### src/rtl/irq_group_ctrl.sv
module irq_group_ctrl #(
  parameter int GW = 8,
  parameter int NG = 3,
  localparam int TW = GW * NG,
  localparam int SW = $clog2(NG + 1)
) (
  input  logic          clk,
  input  logic          rst_n,
  input  logic [TW-1:0] evt_i,
  input  logic [TW-1:0] cond_i,
  input  logic          en_we,
  input  logic [SW-1:0] en_sel,
  input  logic [GW-1:0] en_wdata,
  input  logic          rd_req,
  input  logic [SW-1:0] rd_grp,
  output logic          rd_valid,
  output logic [TW-1:0] rd_pend,
  output logic [TW-1:0] rd_stat,
  output logic [TW-1:0] snp_pend,
  output logic          irq_n
);

  logic [NG-1:0] grp_en;
  logic [TW-1:0] evt_en, pend_q, mask, clr;

  always_ff @(posedge clk)
    if (!rst_n) grp_en <= '0;
    else if (en_we && en_sel == '0) grp_en <= en_wdata[NG-1:0];

  for (genvar g = 0; g < NG; g++) begin : g_grp
    assign mask[g*GW +: GW] = evt_en[g*GW +: GW] & {GW{grp_en[g]}};
    assign clr[g*GW +: GW]  = {GW{rd_req && (rd_grp == '0 || rd_grp == SW'(g + 1))}};

    always_ff @(posedge clk)
      if (!rst_n) evt_en[g*GW +: GW] <= '0;
      else if (en_we && en_sel == SW'(g + 1)) evt_en[g*GW +: GW] <= en_wdata;
  end

  always_ff @(posedge clk)
    if (!rst_n) begin
      pend_q   <= '0;
      irq_n    <= 1'b1;
      rd_valid <= 1'b0;
      rd_pend  <= '0;
      rd_stat  <= '0;
    end else begin
      pend_q   <= (pend_q & ~clr) | (evt_i & mask);
      irq_n    <= ~|(pend_q & mask);
      rd_valid <= rd_req;
      if (rd_req) begin
        rd_pend <= pend_q & clr;
        rd_stat <= cond_i & clr;
      end
    end

  assign snp_pend = pend_q;

  p_latch_r2: assert property (@(posedge clk) disable iff (!rst_n)
    1'b1 |=> ((snp_pend & $past(evt_i & mask)) == $past(evt_i & mask)));

  p_no_lost_event_r9: assert property (@(posedge clk) disable iff (!rst_n)
    rd_req |=> ((snp_pend & $past(evt_i & mask)) == $past(evt_i & mask)));

  p_snoop_keeps_r8: assert property (@(posedge clk) disable iff (!rst_n)
    !rd_req |=> (($past(snp_pend) & ~snp_pend) == '0));

  p_read_valid_r5: assert property (@(posedge clk) disable iff (!rst_n)
    rd_req |=> rd_valid);

  p_group_only_r6: assert property (@(posedge clk) disable iff (!rst_n)
    (rd_req && rd_grp == SW'(1)) |=> (rd_pend[TW-1:GW] == '0 && rd_stat[TW-1:GW] == '0));

  p_pin_cause_r4: assert property (@(posedge clk) disable iff (!rst_n)
    $fell(irq_n) |-> ($past(snp_pend) != '0));

endmodule

### config.mk
export PLATFORM = sky130hd
export DESIGN_NAME = irq_group_ctrl
export DESIGN_NICKNAME = d
export VERILOG_FILES = /design/src/rtl/irq_group_ctrl.sv
export SDC_FILE = /design/constraint.sdc
export NUM_CORES = 1
export LEC_CHECK = 0
export ABC_AREA = 1
export BUFFER_PORTS_ARGS = -buffer_cell sky130_fd_sc_hd__buf_2
export CORE_UTILIZATION = 50
export CTS_CLUSTER_SIZE = 40
export DETAILED_ROUTE_END_ITERATION = 7
export GPL_ROUTABILITY_DRIVEN = 0
export GPL_TIMING_DRIVEN = 0
export PLACE_DENSITY_LB_ADDON = 0.05
export SLEW_MARGIN = 5
export SYNTH_ARGS = -nofsm -noshare
export SYNTH_HDL_FRONTEND = slang
export SYNTH_SLANG_ARGS = --single-unit
### constraint.sdc
create_clock -name clk -period 1.65 [get_ports clk]
set_clock_uncertainty 0.2 [all_clocks]
set_input_delay 0.33 -clock clk [delete_from_list [all_inputs] [get_ports clk]]
set_output_delay 0.33 -clock clk [all_outputs]
set_load 0.005 [all_outputs]
Yosys cells after proc, flatten, opt, wreduce, memory -nomap -nowiden
Cells that the tools add are included.

word-level totals
  bits of input ports = 64
  output and inout port bits = 74
  register bits = 101

operators by class
  bitwise gates (word level) = 10
  reductions and logical operators = 14
  eq/ne operators = 6

operator list
  operator                                              number
  bitwise AND 24 bit                                    5
  bitwise AND 8 bit                                     3
  inverter 24 bit                                       1
  bitwise OR 24 bit                                     1
  OR reduction 24 bit                                   1
  equality test 2 bit (second input constant)           4
  logical AND 1 bit                                     7
  equality test 2 x 1 -> 1 bit (second input constant)  2
  zero test 2 bit                                       2
  logical OR 1 bit                                      3
  zero test 1 bit                                       1

Depth between registers and ports, before layout
  word-level depth = 6
  gate-level depth with buffers = 9

Worst setup path before layout
OpenSTA, ideal clock, no wires.

  path kind = input to register
  start = input port rd_grp[0]
  end = register rd_stat[17]
  cell stages on the path = 6
  arrival = 1229 ps
  library setup time = 71 ps
  setup slack = 150 ps
  required time = 1379 ps
  path through = inv_1 -> ha_1 -> clkinv_1 -> clkbuf_1 -> nand3_1 -> a21oi_1

between the ends
  cells in the longest elaborated chain, start to end = 4
  elaborated cells on any way between the ends = 5

ends and longest elaborated chain
  element                                                        line  RTL
  from (decl)                                                    15    input logic [SW-1:0] rd_grp,
  equality test 2 bit / zero test 2 bit (equally long branches)  32    assign clr[g*GW +: GW] = {GW{rd_req && (rd_grp == '0 || rd_grp == SW'(g + 1))}};
  logical OR 1 bit (*)                                           32
  logical AND 1 bit (*)                                          32
  bitwise AND 24 bit (*)                                         52    rd_stat <= cond_i & clr;
  to (signal assigned)                                           52
  to (decl)                                                      18    output logic [TW-1:0] rd_stat,

Mark *: on every way between the ends. The rest lies on a longest branch, timed or not.
A chain may end at the register's enable or synchronous reset.

Final worst setup path
  start = input port rd_grp[0]
  end = register rd_pend[7]

between the ends
  cells in the longest elaborated chain, start to end = 4
  elaborated cells on any way between the ends = 5

ends and longest elaborated chain
  element                                                                 line  RTL
  equality test 2 x 1 -> 1 bit / zero test 2 bit (equally long branches)  32
  logical OR 1 bit (*)                                                    32
  logical AND 1 bit (*)                                                   32
  bitwise AND 24 bit (*)                                                  51    rd_pend <= pend_q & clr;
  to (signal assigned)                                                    51
  to (decl)                                                               17    output logic [TW-1:0] rd_pend,

Marks and branches as above.

==> reports/metrics.sh <==
GRT_FIRST_PASS_WIRELENGTH_UM=16900
LIBRARY_CELLS_USED_BY_SYNTHESIS=23
CP_CELL_SEQUENCE='buf_2 -> inv_1 -> ha_1 -> o21ai_2 -> buf_2 -> o22ai_1 -> inv_1 -> nor2_1'
RUN_STATUS='finished, final reports clean'
NUMBER_OF_PORT_BUFFERS=136
STDCELL_AREA_MM2=0.00510
FINISH.CELL_COUNT_WITHOUT_FILLERS=794
DPL_WORST_SLACK_NS=-0.261
WORST_PATH_DOMINANT_CELL_FAMILY='buffers and inverters'
FINAL_MAX_SLEW_VIOL_COUNT=0
WORST-SETUP-PATH-TYPE='in -> reg'
SETUP-TNS-FINAL_NS=0
DIE_HEIGHT_UM=92.3
SYNTH.YOSYS.WARNINGS=0
DRC_MARKERS=0
HTREEDEPTH=3
CLK_PIN_SLEW_NS=0.09
SETUP_REPAIR_AFTER_GLOBAL_ROUTING_MISSED_ITS_MARGIN='no'
INITIAL_CORE_UTILIZATION=0.522
PROPORTION_OF_NETLIST_AREA_HELD_BY_THE_LARGEST_AREA_CONTRIBUTOR=0.496
AREA_GROWTH_SYN_TO_LAYOUT_PCT=25.3
DRT-PASS1-ITER-COUNT=4
LEAKAGE_nW=2.28
LAYOUT_COMMONEST_CELL='sky130_fd_sc_hd__buf_2'
DETAIL_ROUTE.VIAS_PER_CELL=4.97
POSTSYNTHNETCOUNT=607
PLACE_HPWL_UM=7990
HOLD_PATH.CLASS='in -> reg'
VIAS_IN_THE_FIRST_GLOBAL_ROUTE=3602
CELLPOWERDENSITY_mW_PER_MM2=906
SYNTH_AREA_MM2=0.00407
WHS_NS=0.0328
DP.CELLS=778
CRITICAL-PATH-SLOWEST-CELL='sky130_fd_sc_hd__o21ai_2'
FINAL_NETS=754
TIMING_HOLD_VIOLATIONS_FINAL=0
TIMING.FINAL.WS_SETUP_NS=0.170
POST_SYNTH_MAIN_AREA_CONTRIBUTORS='sky130_fd_sc_hd__dfxtp_1, sky130_fd_sc_hd__a21oi_1, sky130_fd_sc_hd__nand3_1, sky130_fd_sc_hd__inv_1, sky130_fd_sc_hd__nand2_1'
FINAL_STANDARD_CELL_UTILIZATION_OF_THE_CORE=0.654
CTS-ROOT-BUF='sky130_fd_sc_hd__clkbuf_8'
SYNTH.AVG_CELL_AREA_UM2=7.54
SETUP_VIOLATIONS_FINAL=0
GRT_MAX_DEGREE=17
CP-START-KIND='primary input'
CLK-INSERTION-DELAY-LATE_NS=0.35
POST_CTS_BUFFERS=0
CP-END-KIND='flip-flop'
DETAIL_ROUTE.ITER0.VIOLATIONS=139
WORST_SLEW_PIN_SLEW_NS=0.499
DRT-WIRELENGTH-PER-CELL_UM=13.3
LAYOUT_COMMON_CELLS='sky130_fd_sc_hd__buf_2, sky130_fd_sc_hd__dfxtp_1, sky130_fd_sc_hd__inv_1, sky130_fd_sc_hd__a21oi_1, sky130_fd_sc_hd__nand2_1'
CLOCK_SINK_COUNT=101
GRT.TOTAL_USAGE=0.252
FLOORPLAN.DIE.WIDTH_UM=92.3
POST_ROUTE_CELLS_DRIVE_ABOVE_1_SHARE=0.263
POST-SYNTH-TOP-AREA-CELL='sky130_fd_sc_hd__dfxtp_1'
NUMBER_OF_STANDARD_CELLS_AFTER_SYNTHESIS=540
YOSYSSEQAREASHARE=0.496
WORST-PATH-MAX-FANOUT=10
WORSTPATHBUFFERINVERTERCOUNT=4
VIAS=3945
POST-ROUTE-MIN-PERIOD_NS=1.48
DETAIL-ROUTE-ANTENNA-NETS=0
REG2REG_SETUP_SLACK_NS=0.29
FLOORPLAN.DIE_AREA_MM2=0.00851
CRITICAL_PATH_REQUIRED_NS=1.69
NUMCTSBUFFERS=9
PLACEMENT.CELL_AREA_MM2=0.00488
ASYNC_FLOP_SHARE=0
POWER.TOTAL_mW=4.62
DESIGN.CORE.AREA_MM2=0.00781
GLOBAL_ROUTE.OVERFLOW_TOTAL=0
FINALWIRELENGTH_UM=10600
FINAL.PERIOD_UTILIZATION=0.897
ANTENNADIODECOUNT=0
SYNTH.FF_LATCH_COUNT=101
POSTSYNTH.TOPFLOPCELL='sky130_fd_sc_hd__dfxtp_1'
TIMING.MAX_SLEW.REL_SLACK=0.668
CRITICAL_PATH_ARRIVAL_NS=1.52
MAX-CAP-VIOLATIONS=0
CRITICAL-PATH-MAX-STAGE-DELAY_NS=0.32
CORE.ROWCOUNT=32
TOP_LEVEL_PORTS=138
SYNTH_ENABLE_FLOP_CELLS=0
VDD_IR_DROP_MAX_mV=0.558
INITIAL_ANTENNA_VIOLATION_COUNT=0
CTS.PATH.MAX_BUFFERS=2
TIMING.FMAX_GHz=0.676
CLOCK_TREE_FROM_TRITONCTS='yes'
[worst reg2reg max path, delay by kind of cell (launching register included)]
kind	cells	cell delay, ns
and+or+nand+nor	7	0.54
DFF	1	0.32
buffers and inverters	2	0.26
[registers in the layout, indices dropped and copies added (netlist names)]
signal and count:
grp_en 3, evt_en 24, rd_valid 1, rd_pend 24, rd_stat 24, irq_n 1
snp_pend 24
[path summary, 6_finish.rpt]
| path | start | to | depth (start not counted) |
|---|---|---|---|
| hold / removal | cond_i[18] | rd_stat[18] | 3 |
| hold reg to reg | rd_stat[0] | rd_stat[0] | 2 |
| setup reg to reg | grp_en[0] | irq_n | 9 |
| setup / recovery | rd_grp[0] | rd_pend[7] | 8 |
[power by group]
part           total [mW]  switching, mW  internal (mW)  leakage [nW]
logic               0.411          0.247          0.164          1.35
registers            2.54         0.0448           2.50         0.820
clock network        1.67          0.836          0.832         0.109
[routing by layer]
| metal | share of wire | routed length (um) | vias to the layer above | GRT usage |
|---|---|---|---|---|
| met1 | 0.46 | 4810 | 1791 | 0.318 |
| met4 | 0.013 | 139 | 0 | 0.0820 |
| met2 | 0.48 | 5030 | 126 | 0.437 |
| met3 | 0.056 | 590 | 14 | 0.0398 |
| met5 | 0 | 0 | - | 0 |
| li1 | - | - | 2014 | - |
[synthesized netlist by cell type, types with 3 or more instances]
library cell and n:
sky130_fd_sc_hd__o21ai_1 4, sky130_fd_sc_hd__inv_2 3, sky130_fd_sc_hd__o22ai_1 14, sky130_fd_sc_hd__buf_2 14
sky130_fd_sc_hd__buf_6 5, sky130_fd_sc_hd__or2_1 16, sky130_fd_sc_hd__nor2_1 42, sky130_fd_sc_hd__a21oi_1 74
sky130_fd_sc_hd__nand3_1 65, sky130_fd_sc_hd__inv_1 82, sky130_fd_sc_hd__clkbuf_1 9, sky130_fd_sc_hd__ha_1 3
sky130_fd_sc_hd__dfxtp_1 101, sky130_fd_sc_hd__o21ai_0 23, sky130_fd_sc_hd__nand2_1 73
[logic make-up after synthesis]
family / share of synthesized area
AND/OR/NAND/NOR: 0.223
AO/OA/AOI/OAI: 0.150
buffers and inverters: 0.122
flip-flops: 0.496
adder cells (fa/ha/maj): 0.00921
[final cells by class]
class,instances,area [um2]
buffer,30,174
clock inverter,4,55.1
clock buffer,12,165
tap,102,128
multi-input combinational,323,1560
inverter,86,323
sequential,101,2020
timing repair buffer,136,681
fill,753,2700
[what timing repair did]
action / in CTS / in global routing
setup endpoints to repair: 0 / 1
resized for setup: 0 / 2
hold buffers: 0 / 0
(Power assumes the default switching activity.)
